==> config.mk <==
export PLATFORM = sky130hd
export DESIGN_NAME = pulse_accum
export DESIGN_NICKNAME = d
export VERILOG_FILES = /design/src/rtl/pa_pkg.sv /design/src/rtl/pa_rst_sync.sv /design/src/rtl/pa_sync.sv /design/src/rtl/pa_core.sv /design/src/rtl/pa_regs.sv /design/src/rtl/pulse_accum.sv
export SDC_FILE = /design/constraint.sdc
export NUM_CORES = 1
export LEC_CHECK = 0
export ABC_AREA = 1
export BUFFER_PORTS_ARGS = -buffer_cell sky130_fd_sc_hd__buf_2
export CORE_ASPECT_RATIO = 1.25
export CORE_UTILIZATION = 50
export DETAILED_ROUTE_END_ITERATION = 6
export GPL_TIMING_DRIVEN = 0
export PLACE_DENSITY = 0.88
export SETUP_SLACK_MARGIN = 0.5
export SLEW_MARGIN = 10
export SYNTH_ARGS = -nofsm -noshare
export SYNTH_HDL_FRONTEND = slang
export SYNTH_SLANG_ARGS = --single-unit
export TNS_END_PERCENT = 10
==> constraint.sdc <==
create_clock -name clk -period 1.05 [get_ports clk]
set_clock_uncertainty 0.05 [all_clocks]
set_input_delay 0.1575 -clock clk [delete_from_list [all_inputs] [get_ports clk]]
set_output_delay 0.1575 -clock clk [all_outputs]
set_load 0.05 [all_outputs]
==> src/rtl/pa_pkg.sv <==
package pa_pkg;

  // Bus geometry
  localparam int unsigned ADDR_W = 2;
  localparam int unsigned CTRL_W = 8;

  // Register addresses
  localparam logic [ADDR_W-1:0] A_CTRL  = 2'd0;
  localparam logic [ADDR_W-1:0] A_COUNT = 2'd1;
  localparam logic [ADDR_W-1:0] A_FLAGS = 2'd2;

  // Control byte field positions
  localparam int unsigned BIT_EN    = 6;
  localparam int unsigned BIT_MODE  = 5;
  localparam int unsigned BIT_POL   = 4;
  localparam int unsigned BIT_CHAN  = 2;
  localparam int unsigned RATE_LSB  = 0;
  localparam int unsigned RATE_W    = 2;

  // Flag register bit positions (read and write-one-to-clear)
  localparam int unsigned FLAG_OVF  = 0;
  localparam int unsigned FLAG_EDGE = 1;

  typedef struct packed {
    logic              en;
    logic              gated;
    logic              pol;
    logic              chan;
    logic [RATE_W-1:0] rate;
  } ctrl_t;

  function automatic ctrl_t unpack_ctrl(input logic [CTRL_W-1:0] b);
    ctrl_t c;
    c.en    = b[BIT_EN];
    c.gated = b[BIT_MODE];
    c.pol   = b[BIT_POL];
    c.chan  = b[BIT_CHAN];
    c.rate  = b[RATE_LSB +: RATE_W];
    return c;
  endfunction

  function automatic logic [CTRL_W-1:0] pack_ctrl(input ctrl_t c);
    logic [CTRL_W-1:0] b;
    b                     = '0;
    b[BIT_EN]             = c.en;
    b[BIT_MODE]           = c.gated;
    b[BIT_POL]            = c.pol;
    b[BIT_CHAN]           = c.chan;
    b[RATE_LSB +: RATE_W] = c.rate;
    return b;
  endfunction

endpackage

==> src/rtl/pa_rst_sync.sv <==
// Asynchronous assert, synchronous release of the active-low reset.
module pa_rst_sync #(
  parameter int unsigned STAGES = 2
) (
  input  logic clk,
  input  logic arst_n,
  output logic rst_n_sync
);

  logic [STAGES-1:0] chain_q;
  logic [STAGES-1:0] chain_d;

  always_comb begin
    chain_d = {chain_q[STAGES-2:0], 1'b1};
  end

  always_ff @(posedge clk or negedge arst_n) begin
    if (!arst_n) begin
      chain_q <= '0;
    end else begin
      chain_q <= chain_d;
    end
  end

  assign rst_n_sync = chain_q[STAGES-1];

endmodule

==> src/rtl/pa_sync.sv <==
// Pin synchronizer followed by one history stage for edge detection.
module pa_sync #(
  parameter int unsigned STAGES = 2
) (
  input  logic clk,
  input  logic rst_n,
  input  logic din,
  output logic level,
  output logic prev
);

  localparam int unsigned DEPTH = STAGES + 1;

  logic [DEPTH-1:0] pipe_q;
  logic [DEPTH-1:0] pipe_d;

  always_comb begin
    pipe_d = {pipe_q[DEPTH-2:0], din};
  end

  always_ff @(posedge clk or negedge rst_n) begin
    if (!rst_n) begin
      pipe_q <= '0;
    end else begin
      pipe_q <= pipe_d;
    end
  end

  assign level = pipe_q[STAGES-1];
  assign prev  = pipe_q[STAGES];

endmodule

==> src/rtl/pa_core.sv <==
// Edge / gate qualification and the counter itself.
module pa_core #(
  parameter int unsigned CNT_W = 8
) (
  input  logic             clk,
  input  logic             rst_n,
  input  logic             level,
  input  logic             prev,
  input  logic             tick,
  input  logic             en,
  input  logic             gated,
  input  logic             pol,
  input  logic             load_en,
  input  logic [CNT_W-1:0] load_val,
  output logic [CNT_W-1:0] count,
  output logic             wrap,
  output logic             edge_hit
);

  localparam logic [CNT_W-1:0] CNT_MAX = {CNT_W{1'b1}};

  logic             rise, fall, sel_edge, gate_open, step;
  logic [CNT_W-1:0] count_q, count_d;

  // Edge and gate decode. The polarity bit picks the counted edge in
  // event mode and the inhibiting level in gated mode; the edge that
  // closes the gate coincides with the counted edge of event mode.
  always_comb begin
    rise      = level & ~prev;
    fall      = ~level & prev;
    sel_edge  = pol ? rise : fall;
    gate_open = pol ? ~level : level;
    if (gated) begin
      step = en & tick & gate_open;
    end else begin
      step = en & sel_edge;
    end
    edge_hit = en & sel_edge;
  end

  // Next-state: bus load has priority over a step.
  always_comb begin
    wrap = 1'b0;
    if (load_en) begin
      count_d = load_val;
    end else if (step) begin
      count_d = count_q + 1'b1;
      wrap    = (count_q == CNT_MAX);
    end else begin
      count_d = count_q;
    end
  end

  always_ff @(posedge clk or negedge rst_n) begin
    if (!rst_n) begin
      count_q <= '0;
    end else begin
      count_q <= count_d;
    end
  end

  assign count = count_q;

endmodule

==> src/rtl/pa_regs.sv <==
// Control byte, sticky flags and the read multiplexer.
module pa_regs
  import pa_pkg::*;
#(
  parameter int unsigned CNT_W = 8
) (
  input  logic              clk,
  input  logic              rst_n,
  input  logic              bus_sel,
  input  logic              bus_we,
  input  logic [ADDR_W-1:0] bus_addr,
  input  logic [CNT_W-1:0]  bus_wdata,
  output logic [CNT_W-1:0]  bus_rdata,
  input  logic [CNT_W-1:0]  count,
  input  logic              wrap,
  input  logic              edge_hit,
  output ctrl_t             ctrl,
  output logic              ovf,
  output logic              edge_seen,
  output logic              load_en,
  output logic [CNT_W-1:0]  load_val
);

  logic  wr, wr_ctrl, wr_flags;
  logic  clr_ovf, clr_edge;
  ctrl_t ctrl_q, ctrl_d;
  logic  ovf_q, ovf_d, edge_q, edge_d;

  always_comb begin
    wr       = bus_sel & bus_we;
    wr_ctrl  = wr & (bus_addr == A_CTRL);
    wr_flags = wr & (bus_addr == A_FLAGS);
    load_en  = wr & (bus_addr == A_COUNT);
    load_val = bus_wdata;
    clr_ovf  = wr_flags & bus_wdata[FLAG_OVF];
    clr_edge = wr_flags & bus_wdata[FLAG_EDGE];
  end

  // Next-state: a flag set wins over a clear in the same cycle.
  always_comb begin
    ctrl_d = wr_ctrl ? unpack_ctrl(bus_wdata[CTRL_W-1:0]) : ctrl_q;
    ovf_d  = wrap     | (ovf_q  & ~clr_ovf);
    edge_d = edge_hit | (edge_q & ~clr_edge);
  end

  always_ff @(posedge clk or negedge rst_n) begin
    if (!rst_n) begin
      ctrl_q <= '0;
      ovf_q  <= 1'b0;
      edge_q <= 1'b0;
    end else begin
      ctrl_q <= ctrl_d;
      ovf_q  <= ovf_d;
      edge_q <= edge_d;
    end
  end

  always_comb begin
    bus_rdata = '0;
    unique case (bus_addr)
      A_CTRL:  bus_rdata = CNT_W'(pack_ctrl(ctrl_q));
      A_COUNT: bus_rdata = count;
      A_FLAGS: begin
        bus_rdata[FLAG_OVF]  = ovf_q;
        bus_rdata[FLAG_EDGE] = edge_q;
      end
      default: bus_rdata = '0;
    endcase
  end

  assign ctrl      = ctrl_q;
  assign ovf       = ovf_q;
  assign edge_seen = edge_q;

endmodule

==> src/rtl/pulse_accum.sv <==
module pulse_accum
  import pa_pkg::*;
#(
  parameter int unsigned CNT_W       = 8,
  parameter int unsigned SYNC_STAGES = 2,
  parameter int unsigned RST_STAGES  = 2
) (
  input  logic              clk,
  input  logic              rst_n,
  input  logic              bus_sel,
  input  logic              bus_we,
  input  logic [ADDR_W-1:0] bus_addr,
  input  logic [CNT_W-1:0]  bus_wdata,
  output logic [CNT_W-1:0]  bus_rdata,
  input  logic              pulse_in,
  input  logic              base_tick,
  output logic [CNT_W-1:0]  count_out,
  output logic              ovf_flag,
  output logic              edge_flag,
  output logic              chan_func_sel,
  output logic [RATE_W-1:0] irq_rate_sel
);

  logic             rst_n_int;
  logic             pin_level, pin_prev;
  ctrl_t            ctrl_s;
  logic             load_en;
  logic [CNT_W-1:0] load_val, count_s;
  logic             wrap_s, edge_hit_s;

  pa_rst_sync #(.STAGES(RST_STAGES)) u_rst (
    .clk       (clk),
    .arst_n    (rst_n),
    .rst_n_sync(rst_n_int)
  );

  pa_sync #(.STAGES(SYNC_STAGES)) u_sync (
    .clk  (clk),
    .rst_n(rst_n_int),
    .din  (pulse_in),
    .level(pin_level),
    .prev (pin_prev)
  );

  pa_regs #(.CNT_W(CNT_W)) u_regs (
    .clk      (clk),
    .rst_n    (rst_n_int),
    .bus_sel  (bus_sel),
    .bus_we   (bus_we),
    .bus_addr (bus_addr),
    .bus_wdata(bus_wdata),
    .bus_rdata(bus_rdata),
    .count    (count_s),
    .wrap     (wrap_s),
    .edge_hit (edge_hit_s),
    .ctrl     (ctrl_s),
    .ovf      (ovf_flag),
    .edge_seen(edge_flag),
    .load_en  (load_en),
    .load_val (load_val)
  );

  pa_core #(.CNT_W(CNT_W)) u_core (
    .clk     (clk),
    .rst_n   (rst_n_int),
    .level   (pin_level),
    .prev    (pin_prev),
    .tick    (base_tick),
    .en      (ctrl_s.en),
    .gated   (ctrl_s.gated),
    .pol     (ctrl_s.pol),
    .load_en (load_en),
    .load_val(load_val),
    .count   (count_s),
    .wrap    (wrap_s),
    .edge_hit(edge_hit_s)
  );

  assign count_out     = count_s;
  assign chan_func_sel = ctrl_s.chan;
  assign irq_rate_sel  = ctrl_s.rate;

endmodule

==> results of run 1 <==
final cells by class:
cell class                      instances  area [µm²]
Inverter                               19       78.83
Multi-Input combinational cell        122       719.4
Fill cell                             186       639.4
Clock inverter                          1       5.005
Tap cell                               33       41.29
Timing Repair Buffer                   42       356.6
Clock buffer                            3       22.52
Sequential cell                        21       539.3
Buffer                                  2       25.02
kinds of logic (layout without fill, tap and decap cells):
logic type      count (synthesis)  in the layout
simple gates                  101            101
buf+inv                        21             67
compound gates                 18             18
other cells                     1              1
mux                             1              1
fa+ha+maj                       1              1
flops                          21             21
state kept, by name (all words and copies together) (netlist names):
name	flops
u_core.count	8
u_regs.ovf	1
u_sync.pipe_q	3
u_regs.ctrl	6
u_regs.edge_seen	1
u_rst.chain_q	2
through the flow:
| stage | instance area [µm²] | instances | total power, W | setup WS [ns] | setup TNS [ns] |
|---|---|---|---|---|---|
| after floorplan | 1313 | 164 | 0.002644 | -0.5476 | -5.075 |
| after global placement | 1534 | 233 | 0.003023 | -0.2939 | -3.787 |
| after detailed placement | 1534 | 233 | 0.003059 | -0.3203 | -4.309 |
| after CTS | 1753 | 242 | 0.003823 | -0.3450 | -6.013 |
| after global routing | 1788 | 243 | 0.004167 | -0.4000 | -7.548 |
| final | 1788 | 243 | 0.003926 | -0.3463 | -6.040 |
what timing repair did:
action / CTS / global route
pin swaps: 5 / 0
setup endpoints to repair: 57 / 38
endpoints found under the hold margin: 3 / 1
buffers inserted: 4 / 1
gates resized for setup: 51 / 9
Yosys cell counts (2+ instances only):
cell / instances
dfrtp_1: 21
nand2_1: 57
nand2_2: 2
nand3_1: 16
nand4_4: 2
nand4_1: 8
inv_1: 13
nor2_1: 8
o21ai_0: 8
o21ai_2: 2
inv_2: 4
o21ai_1: 6
worst paths after layout:
path                                  start                to  slack [ns]  cells after the start
setup / recovery            u_core.count[0]      bus_rdata[0]       -0.35                      3
hold / removal                     pulse_in  u_sync.pipe_q[0]       -0.11                      1
setup reg to reg            u_core.count[1]   u_core.count[6]       -0.31                      8
hold reg to reg            u_rst.chain_q[1]   u_core.count[1]        0.15                      0
max in group asynchronous  u_rst.chain_q[1]   u_core.count[2]        0.57                      0
min in group asynchronous             rst_n  u_rst.chain_q[1]        0.08                      2
power groups by stage:
stage / Combinational (W) / Sequential, W / Clock, W
4_1_cts: 0.00213 / 0.00129 / 0.000407
3_5_place_dp: 0.00176 / 0.00130 / 0
3_3_place_gp: 0.00173 / 0.00129 / 0
6_report: 0.00221 / 0.00131 / 0.000406
5_1_grt: 0.00237 / 0.00134 / 0.000459
2_1_floorplan: 0.000851 / 0.00179 / 0
metal layers:
| layer | global-route usage, % | wire length, µm |
|---|---|---|
| met1 | 35.44 | 1325 |
| met2 | 44.64 | 1721 |
| met3 | 4.908 | 133 |
| met4 | 11.02 | 81 |
| met5 | 0 | 0 |
==> impl_metrics.ini, run 1 <==
[pwr]
peakVddDrop_mv = 1.577
power_frac_seq_pct = 33.3
power_frac_comb_pct = 56.3
p_sw_w = 0.001943
power_leakage_nw = 0.8792
clkPwrFrac_pct = 10.3
p_per_area_mw_per_mm2 = 2196
p_int_w = 0.001983
switching_share_pct = 49.49

[sta]
slew_violations = 0
min_period_over_period_pct = 133.0
timing.final.ws_setup_ns = -0.3463
hold_viol_final = 1
report.final.setup_viol = 30
rsz0062_at_grt = true
clock.fmax_ghz = 0.7162
whs_ns = -0.1141
finalCriticalPeriod_ns = 1.396

[clocking]
insertion_delay_ns = 0.32
clockBufferDepth = 2
cts_made_buffers = 3
path_clk_slew_ns = 0.12
htree_num_levels = 1
cts_tree = yes
cts_root_buf = clkbuf_4
ctsHoldBuffers = 1
cts.sinks = 21

[yosys]
synth-edff-count = 0
synth_compound_area_share_pct = 7.882
synth_top_area_share_pct = 41.38
syn-instance-count = 164
netlist_area_mm2 = 0.001270
ys_seq_area_share_pct = 41.38
synth.distinct_cells = 29
yosys.area.top_type = dfrtp_1
synth-seq-cells = 21
ys_warn_count = 0
synthSimpleGateAreaFrac_pct = 40.39
synthFlopType = dfrtp_1
yosys.area_share.adder_pct = 0.9852
synth-xor-area-share_pct = 0
synth_nets = 181
post_synth_mux_area_share_pct = 0.8867
ys_top_cells_by_area = dfrtp_1 41%, nand2_1 17%, nand3_1 6.3%
synth_top_family_by_area = simple AND/OR/NAND/NOR gates
syn_area_per_cell_um2 = 7.744
async_flop_share_pct = 100.0

[worst_setup_path]
critical_path_class = reg -> out
crit_path_max_fanout = 6
critPathLaunchType = flop
critical-path-max-stage-delay_ns = 0.43
arrival_ns = 1.19
cp-end-kind = primary output
worst-path-buf-inv = 2
path_cells = inv_2 -> o211ai_1 -> buf_4
slowest_stage = dfrtp_2
required_ns = 0.84
critical_path.top_delay_family = flip-flops

[global_route]
grt_pass1_vias = 1215
grt_usage_pct = 27.44
grt_max_degree = 20
grt_pass1_wl_um = 5299
antenna_found_initial = 0
overflow = 0

[status]
status = finished with violations
violations = negative hold slack, negative setup slack

[floorplan]
start_util_pct = 52.32
die_x_um = 47.08
die_area_mm2 = 0.002747
num_rows = 20
core_region_area_mm2 = 0.002427
die_y_um = 58.35
ios = 37

[routing]
drt_first_iter_violations = 64
drcViolationCount = 0
wire_per_inst_um = 13.42
antenna_left = 0
vias_per_cell = 5.354
dr.pass1.iters = 4
drt_wl_total_um = 3261
vias = 1301

[cells_and_area]
final_nets = 228
postLayoutCoreUtil_pct = 73.66
final_layout_size_suffix_gt1_share_pct = 45.71
antennaDiodeCount = 0
final_cell_mix = 53 x nand2_1, 17 x buf_2, 17 x buf_6
mostFrequentLayoutCell = nand2_1
area_growth_pct = 40.79

[flow_run]
max_cap_viol_count = 0

[place]
io_buffers = 36
place_congestion = 0.8636
hpwlAfterDp_um = 2207

[hold_path]
min_path_type = in -> reg
(Power assumes the default switching activity.)
==> run 2, diff against run 1 <==
Settings changed: BUFFER_PORTS_ARGS -buffer_cell sky130_fd_sc_hd__buf_2 to unset, DONT_BUFFER_PORTS set to 1, PLACE_DENSITY 0.88 to 0.76.
==> impl_metrics.ini, run 2 (synthesis results as in run 1) <==
[worst_setup_path]
path_cells = inv_2 -> o211ai_1
cp-end-kind = primary output
regToRegEndpoint = u_core.count[6]
slowest_stage = o211ai_1
arrival_ns = 1.81
rr_startpoint = u_core.count[1]
critical_path_class = reg -> out
required_ns = 0.84
reg2reg_slack_ns = -0.50
critical-path-max-stage-delay_ns = 0.84
r2r_cells = 8
crit_path_max_fanout = 6
critPathLaunchType = flop

[place]
hpwlAfterDp_um = 2299
postPlaceCellArea_mm2 = 0.001354
io_buffers = 0
place_congestion = 0.8561

[floorplan]
num_rows = 20
die_y_um = 58.35
start_util_pct = 52.32
die_area_mm2 = 0.002747
core_region_area_mm2 = 0.002427
die_x_um = 47.08
ios = 37

[cells_and_area]
final_nets = 189
area_growth_pct = 19.31
antennaDiodeCount = 0
final_cell_mix = 53 x nand2_1, 15 x nand3_1, 11 x dfrtp_2
final_layout_size_suffix_gt1_share_pct = 35.67
largest_register_ffs = 8
fillers = 217
final_area_mm2 = 0.001515
mostFrequentLayoutCell = nand2_1

[routing]
antenna_left = 0
vias = 1145
dr.pass1.iters = 4
drcViolationCount = 0
drt_wl_total_um = 3074
vias_per_cell = 5.613
wire_per_inst_um = 15.07
drt_first_iter_violations = 26

[sta]
whs_ns = -0.07882
clock.fmax_ghz = 0.4958
worstMarginPinSlew_ns = 1.050
rsz0062_at_grt = true
min_period_over_period_pct = 192.1
report.final.setup_viol = 30
hold_viol_final = 12
timing.final.ws_setup_ns = -0.9669
slew_violations = 0
slew-limit-headroom_pct = 29.72
finalCriticalPeriod_ns = 2.017

[pwr]
peakVddDrop_mv = 1.323
switching_share_pct = 53.86
power_frac_comb_pct = 31.1
power_frac_seq_pct = 56.5
p_per_area_mw_per_mm2 = 2274
p_sw_w = 0.001855
clkPwrFrac_pct = 12.3
p_int_w = 0.001590
power_leakage_nw = 0.6869

[status]
violations = negative hold slack, negative setup slack
status = finished with violations

[global_route]
overflow = 0
antenna_found_initial = 0
grt_pass1_vias = 1105
grt_usage_pct = 25.99
grt_pass1_wl_um = 4926
grt_max_degree = 20

[hold_path]
hold_path_startpoint = bus_wdata[6]
hold_path_end = u_regs.ctrl[5]
hold_depth = 1
min_path_type = in -> reg

[flow_run]
max_cap_viol_count = 0

[clocking]
path_clk_slew_ns = 0.13
clockBufferDepth = 2
cts_made_buffers = 3
cts.sinks = 21
htree_num_levels = 1
cts_tree = yes
insertion_delay_ns = 0.32
cts_root_buf = clkbuf_4
ctsHoldBuffers = 2
run 2: critical path: cells and delay by family, from the launching register on:
family	cells	cell delay, ns
buf+inv	1	0.07
compound gates	1	0.84
flops	1	0.57
run 2: per-layer routing:
metal / part of all wire (%) / wire [µm] / GRT usage [%]
met1: 39 / 1209 / 31.00
met2: 49 / 1504 / 40.48
met3: 7.4 / 226 / 6.135
met4: 4.4 / 134 / 17.14
met5: 0 / 0 / 0
run 2: worst max-delay path by stage:
| stage | slack [ns] | depth (start not counted) | startpoint | endpoint |
|---|---|---|---|---|
| global route | -1.01 | 2 | u_core.count[0] | bus_rdata[0] |
| global placement | -0.60 | 2 | u_core.count[0] | bus_rdata[0] |
| detailed placement | -0.64 | 2 | u_core.count[0] | bus_rdata[0] |
| floorplan | -0.55 | 2 | u_core.count[0] | bus_rdata[0] |
| CTS | -1.0 | 2 | u_core.count[0] | bus_rdata[0] |
| finish | -0.97 | 2 | u_core.count[0] | bus_rdata[0] |
run 2: repair_timing:
| action | CTS | global route |
|---|---|---|
| hold endpoints to repair | 13 | 8 |
| pin swaps | 10 | 5 |
| resized for setup | 32 | 5 |
| buffers inserted | 1 | 0 |
| setup endpoints to repair | 57 | 46 |
run 2: area by class of cell:
cell class,instances,area [µm²],share of cell area [%]
repair buffers,3,27.53,1.817
clock inverters,1,7.507,0.4955
clock buffers,3,22.52,1.486
inverters,19,78.83,5.202
multi-input cells,122,754.5,49.79
flip-flops and latches,21,558.0,36.83
well taps,33,41.29,2.725
plain buffers,2,25.02,1.652
run 2: per-stage QoR:
step                total power [W]  std cells  utilization [%]  setup WS (ns)  TNS (ns)
floorplan                  0.002644        164                -        -0.5476    -5.075
detailed placement         0.002854        197            55.77        -0.6429    -6.815
global placement           0.002813        197            55.77        -0.6002    -6.595
CTS                        0.003412        204            62.01        -0.9996    -8.327
finish                     0.003445        204            62.42        -0.9669    -8.162
global route               0.003651        204            62.42         -1.013    -9.585
run 2: power groups by stage:
stage	logic, W	registers (W)	clock network (W)
after floorplan	0.000851	0.00179	0
after global placement	0.000947	0.00187	0
after detailed placement	0.000978	0.00188	0
after CTS	0.00107	0.00192	0.000424
after global routing	0.00121	0.00198	0.000463
final	0.00107	0.00195	0.000425
==> run 3, diff against run 2 <==
Settings changed: REMOVE_ABC_BUFFERS set to 1.
==> impl_metrics.ini, run 3 (synthesis results as in run 1) <==
[flow_run]
max_cap_viol_count = 0

[sta]
whs_ns = -0.06206
rsz0062_at_grt = true
clock.fmax_ghz = 0.5029
finalCriticalPeriod_ns = 1.988
min_period_over_period_pct = 189.4
timing.final.ws_setup_ns = -0.9384
slew_violations = 0
hold_viol_final = 8
report.final.setup_viol = 30
slew-limit-headroom_pct = 29.92
worstMarginPinSlew_ns = 1.047

[cells_and_area]
final_layout_size_suffix_gt1_share_pct = 33.14
area_growth_pct = 14.78
antennaDiodeCount = 0
largest_register_ffs = 8
fin_cells = 202
final_cell_mix = 55 x nand2_1, 15 x nand3_1, 11 x dfrtp_2
mostFrequentLayoutCell = nand2_1
final_nets = 187
postLayoutCoreUtil_pct = 60.05
final_area_mm2 = 0.001458

[routing]
vias_per_cell = 5.733
dr.max_layer_used = met4
drt-met1-wl_um = 1178
wire_per_inst_um = 15.36
drt_first_iter_violations = 78
wl_met3_um = 259
vias = 1158
wl_met2_um = 1622
dr.pass1.iters = 4
drt_wl_total_um = 3103
antenna_left = 0
drcViolationCount = 0

[global_route]
grt_pass1_vias = 1137
grt_max_degree = 20
overflow = 0
grt_usage_pct = 24.95
grt_pass1_wl_um = 4933
antenna_found_initial = 0

[status]
status = finished with violations
violations = negative hold slack, negative setup slack

[clocking]
path_clk_slew_ns = 0.12
cts_made_buffers = 3
ctsHoldBuffers = 2
cts_tree = yes
htree_num_levels = 1
clockBufferDepth = 2
insertion_delay_ns = 0.31
cts_root_buf = clkbuf_4
cts.sinks = 21

[worst_setup_path]
worst-path-buf-inv = 1
critical-path-max-stage-delay_ns = 0.84
required_ns = 0.84
critPathLaunchType = flop
cp-end-kind = primary output
crit_path_max_fanout = 6
path_cells = inv_2 -> o211ai_1
arrival_ns = 1.78
critical_path.top_delay_family = compound AO/OA/AOI/OAI gates
slowest_stage = o211ai_1
critical_path_class = reg -> out

[hold_path]
min_path_type = in -> reg

[place]
numPlacedInstances = 195
hpwlAfterDp_um = 2275
place_congestion = 0.9772
io_buffers = 0
postPlaceCellArea_mm2 = 0.001286

[floorplan]
core_region_area_mm2 = 0.002427
die_area_mm2 = 0.002747
start_util_pct = 52.32
die_x_um = 47.08
num_rows = 20
die_y_um = 58.35
ios = 37

[pwr]
peakVddDrop_mv = 1.663
power_leakage_nw = 0.6568
p_per_area_mw_per_mm2 = 2330
run 3: layer usage:
layer	vias up	global-route usage (%)
li1	544	-
met3	5	4.601
met4	0	8.571
met2	53	42.66
met5	-	0
met1	556	30.66
run 3: worst paths after layout:
path                             startpoint                to  slack [ns]  depth (start not counted)
hold / removal                 bus_wdata[6]    u_regs.ctrl[5]       -0.06                          1
hold reg to reg            u_rst.chain_q[1]   u_core.count[4]        0.15                          0
min in group asynchronous             rst_n  u_rst.chain_q[1]        0.01                          1
setup / recovery            u_core.count[0]      bus_rdata[0]       -0.94                          2
setup reg to reg            u_core.count[1]        u_regs.ovf       -0.64                          7
max in group asynchronous  u_rst.chain_q[1]   u_core.count[2]        0.56                          0
run 3: worst register-to-register path: cells and delay by family, from the launching register on:
kind	cells	cell delay, ns
DFF	1	0.59
and+or+nand+nor	6	0.73
adders and majority gates	1	0.26
run 3: per-stage QoR:
step | worst slack (ns) | setup TNS (ns) | total power (W)
floorplan | -1.053 | -9.442 | 0.002564
CTS | -0.9645 | -8.587 | 0.003350
global placement | -1.171 | -11.73 | 0.002727
detailed placement | -0.8661 | -11.30 | 0.002776
finish | -0.9384 | -8.503 | 0.003397
global route | -0.9730 | -10.05 | 0.003607
run 3: repair_timing:
item,4_1_cts,5_1_grt
setup buffers,1,0
hold endpoints to repair,11,6
setup endpoints to repair,57,44
resized for setup,37,9
pin swaps,11,4
run 3: area by class of cell:
cell class,count,area [µm²]
fillers,228,969.7
multi-input cells,122,721.9
flip-flops and latches,21,558.0
inverters,19,81.33
well taps,33,41.29
repair buffers,3,27.53
clock buffers,3,22.52
clock inverters,1,5.005
run 3: power by group:
group	total [W]	switching (W)	internal, W	leakage (nW)
clock network	0.000400	0.000258	0.000142	0.0177
registers	0.00195	0.000888	0.00106	0.238
logic	0.00105	0.000679	0.000371	0.401
